--- src/rtl/banked_gpr_file.sv ---
module banked_gpr_file #(
  parameter int W = 32
) (
  input  logic         clk,
  input  logic         rst,
  input  logic [4:0]   mode,
  input  logic         wide,
  input  logic         sp_sel,
  input  logic [1:0]   el,
  input  logic [4:0]   rd_a_idx,
  output logic [W-1:0] rd_a_data,
  input  logic [4:0]   rd_b_idx,
  output logic [W-1:0] rd_b_data,
  input  logic         wr_en,
  input  logic [4:0]   wr_idx,
  input  logic [W-1:0] wr_data,
  output logic         mode_err
);
  localparam int N_SHARED = 16;
  localparam int N_FIQ    = 7;
  localparam int N_PAIR   = 5;
  localparam int N_SP     = 4;
  localparam int FIQ_BASE = N_SHARED;
  localparam int IRQ_BASE = FIQ_BASE + N_FIQ;
  localparam int SVC_BASE = IRQ_BASE + 2;
  localparam int ABT_BASE = SVC_BASE + 2;
  localparam int UND_BASE = ABT_BASE + 2;
  localparam int MON_BASE = UND_BASE + 2;
  localparam int HYP_SLOT = IRQ_BASE + 2 * N_PAIR;
  localparam int SP_BASE  = HYP_SLOT + 1;
  localparam int NPHYS    = SP_BASE + N_SP;
  localparam int PW       = $clog2(NPHYS + 1);
  localparam logic [PW-1:0] NONE = '1;

  localparam logic [4:0] M_USR = 5'h10, M_FIQ = 5'h11, M_IRQ = 5'h12,
                         M_SVC = 5'h13, M_MON = 5'h16, M_ABT = 5'h17,
                         M_HYP = 5'h1A, M_UND = 5'h1B, M_SYS = 5'h1F;

  logic [W-1:0]  regs [NPHYS];
  logic [PW-1:0] a_phys, b_phys, w_phys;
  logic          wr_fire;

  function automatic logic legal(input logic [4:0] m);
    case (m)
      M_USR, M_FIQ, M_IRQ, M_SVC, M_MON, M_ABT, M_HYP, M_UND, M_SYS: legal = 1'b1;
      default: legal = 1'b0;
    endcase
  endfunction

  function automatic logic [PW-1:0] pair(input int base, input logic [3:0] r);
    pair = (r == 4'd13) ? PW'(base) : PW'(base + 1);
  endfunction

  function automatic logic [PW-1:0] locate(input logic wv, input logic [4:0] m,
                                           input logic [4:0] idx, input logic spv,
                                           input logic [1:0] e);
    logic [3:0] r;
    logic       hi;
    r  = idx[3:0];
    hi = (r == 4'd13) || (r == 4'd14);
    locate = NONE;
    if (wv) begin
      if (idx < 5'd15)       locate = PW'(idx);
      else if (idx == 5'd15) locate = PW'(HYP_SLOT);
      else if (idx <= 5'd23) locate = PW'(IRQ_BASE + 2 * int'(idx[2:1]) + (idx[0] ? 0 : 1));
      else if (idx <= 5'd30) locate = PW'(FIQ_BASE + int'(idx) - 24);
      else if (spv)          locate = PW'(SP_BASE + int'(e));
    end else if (!idx[4] && legal(m)) begin
      locate = PW'(r);
      case (m)
        M_FIQ: if (r >= 4'd8 && r <= 4'd14) locate = PW'(FIQ_BASE + int'(r) - 8);
        M_IRQ: if (hi) locate = pair(IRQ_BASE, r);
        M_SVC: if (hi) locate = pair(SVC_BASE, r);
        M_ABT: if (hi) locate = pair(ABT_BASE, r);
        M_UND: if (hi) locate = pair(UND_BASE, r);
        M_MON: if (hi) locate = pair(MON_BASE, r);
        M_HYP: if (r == 4'd13) locate = PW'(HYP_SLOT);
        default: ;
      endcase
    end
  endfunction

  assign mode_err = !legal(mode);
  assign a_phys   = locate(wide, mode, rd_a_idx, sp_sel, el);
  assign b_phys   = locate(wide, mode, rd_b_idx, sp_sel, el);
  assign w_phys   = locate(wide, mode, wr_idx, sp_sel, el);
  assign wr_fire  = wr_en && !mode_err && (w_phys != NONE);

  assign rd_a_data = (a_phys == NONE) ? '0 : regs[a_phys];
  assign rd_b_data = (b_phys == NONE) ? '0 : regs[b_phys];

  always_ff @(posedge clk) begin
    if (rst) begin
      for (int i = 0; i < NPHYS; i++) regs[i] <= '0;
    end else if (wr_fire) begin
      regs[w_phys] <= wr_data;
    end
  end
endmodule

--- config.mk ---
export PLATFORM = sky130hd
export DESIGN_NAME = banked_gpr_file
export DESIGN_NICKNAME = d
export VERILOG_FILES = /design/src/rtl/banked_gpr_file.sv
export SDC_FILE = /design/constraint.sdc
export NUM_CORES = 2
export LEC_CHECK = 0
export BUFFER_PORTS_ARGS = -buffer_cell sky130_fd_sc_hd__buf_4
export CORE_MARGIN = 2
export CORE_UTILIZATION = 45
export CTS_BUF_LIST = sky130_fd_sc_hd__clkbuf_16
export CTS_CLUSTER_DIAMETER = 30
export DETAILED_ROUTE_END_ITERATION = 12
export PLACE_DENSITY = 0.59
export SLEW_MARGIN = 5
export SYNTH_ARGS = -nofsm -noshare
export SYNTH_HDL_FRONTEND = slang
export SYNTH_SLANG_ARGS = --single-unit
export TNS_END_PERCENT = 20
--- constraint.sdc ---
create_clock -name clk -period 12.8 [get_ports clk]
set_input_delay 3.2 -clock clk [delete_from_list [all_inputs] [get_ports clk]]
set_output_delay 3.2 -clock clk [all_outputs]
set_load 0.02 [all_outputs]
==> flow_metrics.py <==
metrics = {
    "outcome": {
        "status": "finished with violations",
        "violations": "max-capacitance violations, max-slew violations",
    },
    "layout": {
        "largestRegisters": "regs: 2048 flops",
        "multi_input_area_mm2": 0.0443,
        "finalNonFillerCells": 14500,
        "syn_to_final_growth_pct": 18.6,
        "regMostFlops": "regs",
        "fillers": 20800,
        "largest_register_ffs": 2048,
        "regArea_mm2": 0.0615,
        "nNetsFinal": 11000,
        "final_layout_size_suffix_gt1_frac": 0.129,
    },
    "clock_network": {
        "clock-sinks": 2048,
        "h-tree-depth": 5,
        "cts_root_buf": "clkbuf_16",
        "cts_resized": 0,
        "cts_tree": "yes",
        "postCtsSetupBuffers": 0,
        "cts-buffers-inserted": 471,
        "hold_buffers": 0,
        "clkTransAtPathRegs_ps": 50,
        "clockBufferDepth": 4,
    },
    "global_route": {
        "grt_pass1_wl_um": 682000,
        "grt_pass1_vias": 91400,
        "track_usage": 0.383,
        "overflow": 0,
        "grt_max_degree": 155,
        "antenna_found_initial": 77,
    },
    "pwr": {
        "power_mw": 22.9,
        "p_leak_nw": 48.2,
        "power_density_mw_per_mm2": 176,
        "vdd_drop_max_uv": 162,
    },
    "placement": {
        "hpwl_um": 294000,
        "gp_congestion": 1.01,
        "place.port_buffers": 123,
        "dp.cells": 13600,
        "place_ws_ps": 1290,
    },
    "timing": {
        "period_minus_slack_ps": 11720,
        "finalSetupViolations": 0,
        "slew_violations": 9,
        "worst_pin_slew_ps": 1630,
        "setup_tns_ps": 0,
        "worst_slack_ps": 1080,
        "slew_headroom": -0.0928,
        "hold_violations": 0,
        "max_freq_ghz": 0.0853,
        "grt_setup_unrepaired": "no",
        "period_share": 0.916,
    },
    "synthesis": {
        "ys_types": 90,
        "netlist.area_leader.share": 0.561,
        "yosys_most_used_dff": "edfxtp_1",
        "ys_warn_count": 0,
        "synth.largest_area_cell": "edfxtp_1",
        "synth_edf_count": 2048,
        "synth_cells": 11000,
        "ys_ff_latch": 2048,
        "seq_area_frac_synth": 0.561,
        "syn_area_per_cell_um2": 10.0,
        "synth.area.top_cells": "edfxtp_1 (56%), nand2_1 (9.4%), and2_1 (7.0%)",
        "async_reset_ff_frac": 0,
        "synthesis.area_mm2": 0.110,
    },
    "die": {
        "die_w_um": 498,
        "rows": 181,
        "dieArea_mm2": 0.248,
        "die_h_um": 498,
        "io_pins": 124,
        "core_mm2": 0.243,
        "initial_utilization": 0.451,
    },
    "critical_path": {
        "cpLargestDelayFamily": "simple AND/OR/NAND/NOR gates",
        "critPathMaxFanout": 14,
        "max_stage_delay_ps": 1200,
        "cp_common_cell": "buf_4",
        "end_kind": "primary output",
        "worstPathRequired_ps": 9600,
        "critPathLaunchType": "input port",
        "path_cells": "buf_4, inv_1, ha_1, o211a_1, and3_1, o32a_1, buf_4, nor2_1, nand2_1, a311oi_1, nor4_1, and3_1, buf_4",
        "worst-path-buf-inv": 4,
        "path_class": "input port to primary output",
        "arrival_ps": 8520,
        "crit_path_top_delay_cell": "nor2_1",
    },
    "drt": {
        "routed_via_density": 6.77,
        "num_vias": 98100,
        "wl_per_cell_um": 34.0,
        "ant_nets": 0,
        "drt-pass1-iter-count": 8,
        "drc": 0,
        "drt-initial-drc-count": 18100,
        "wl_um": 492000,
    },
    "min_path": {
        "hold_path.class": "input port to flip-flop",
    },
    "flow_run": {
        "max_cap_violations": 2,
    },
}
-- layer usage --
layer / wire length, um / global-route usage
met4: 39300 / 0.262
met3: 73900 / 0.130
met5: 333 / 0
met2: 206000 / 0.551
met1: 173000 / 0.486
-- cell usage after synthesis (30+ instances only) --
| master | instances |
|---|---|
| a32oi_1 | 34 |
| nand2_1 | 2755 |
| nand3_1 | 731 |
| o22ai_1 | 35 |
| clkbuf_1 | 652 |
| a22o_1 | 35 |
| buf_2 | 324 |
| a31oi_1 | 131 |
| and3_1 | 344 |
| edfxtp_1 | 2048 |
| buf_1 | 56 |
| or2_2 | 39 |
| nor2_1 | 173 |
| o2111ai_1 | 42 |
| a21oi_1 | 785 |
| nand4_1 | 49 |
| a211oi_1 | 279 |
| o21ai_0 | 141 |
| a311oi_1 | 222 |
| and2_1 | 1222 |
| nor3_1 | 56 |
| buf_4 | 30 |
| a22oi_1 | 71 |
| o32ai_1 | 32 |
| a221oi_1 | 231 |
| mux4_2 | 55 |
| mux2i_1 | 109 |
-- cell type report --
class                           instances  area share
Sequential cell                      2048       0.473
Multi-Input combinational cell       7858       0.341
Clock buffer                          474      0.0912
Timing Repair Buffer                  483      0.0331
Tap cell                             3202      0.0308
Clock inverter                        384      0.0297
Inverter                               17    0.000491
Antenna cell                           25    0.000481
-- kinds of logic after synthesis --
kind of cell,count (synthesis),synth area share
simple gates,5462,0.237
flops,2048,0.561
buf+inv,1086,0.0422
fa+ha+maj,24,0.00274
compound gates,2170,0.135
other cells,1,0.0000342
xor+xnor,1,0.0000799
mux,169,0.0218
-- stage by stage --
step	utilization	hold WS (ps)	cell area, um2
3_3_place_gp	0.470	3580	114000
4_1_cts	0.535	2530	130000
3_5_place_dp	0.470	3570	114000
2_1_floorplan	-	3300	110000
5_1_grt	0.535	2550	130000
6_report	0.535	2590	130000
-- power by group --
part / leakage (nW) / switching, mW / internal (mW)
clock: 7.75 / 3.89 / 8.06
combinational: 21.4 / 2.34 / 0.833
sequential: 19.0 / 0.125 / 7.62
-- path summary, 6_finish.rpt --
check,depth (start not counted),slack (ps),start,endpoint
setup / recovery,13,1080,rd_a_idx[1],rd_a_data[7]
hold / removal,1,2590,wr_data[23],regs[38][23]
-- cells in the final DEF, fill, tap and decap left out, types with 51 or more instances in the layout --
cell           n
buf_12        52
inv_1         59
bufinv_16     70
clkinv_1      86
a22oi_1       71
nand2_1     2752
mux4_2        55
a31oi_1      131
nor2_1       101
edfxtp_1    2048
clkinv_2      83
a211oi_1     279
a21oi_1      785
a221oi_1     231
nor2_4        61
clkbuf_16    474
mux2i_1      109
nor3_1        51
o21ai_0      139
a311oi_1     221
buf_4        429
and3_1       344
clkinvlp_4    53
nand3_1      731
and2_1      1222
Note: power is estimated with default switching activity, not from simulation.
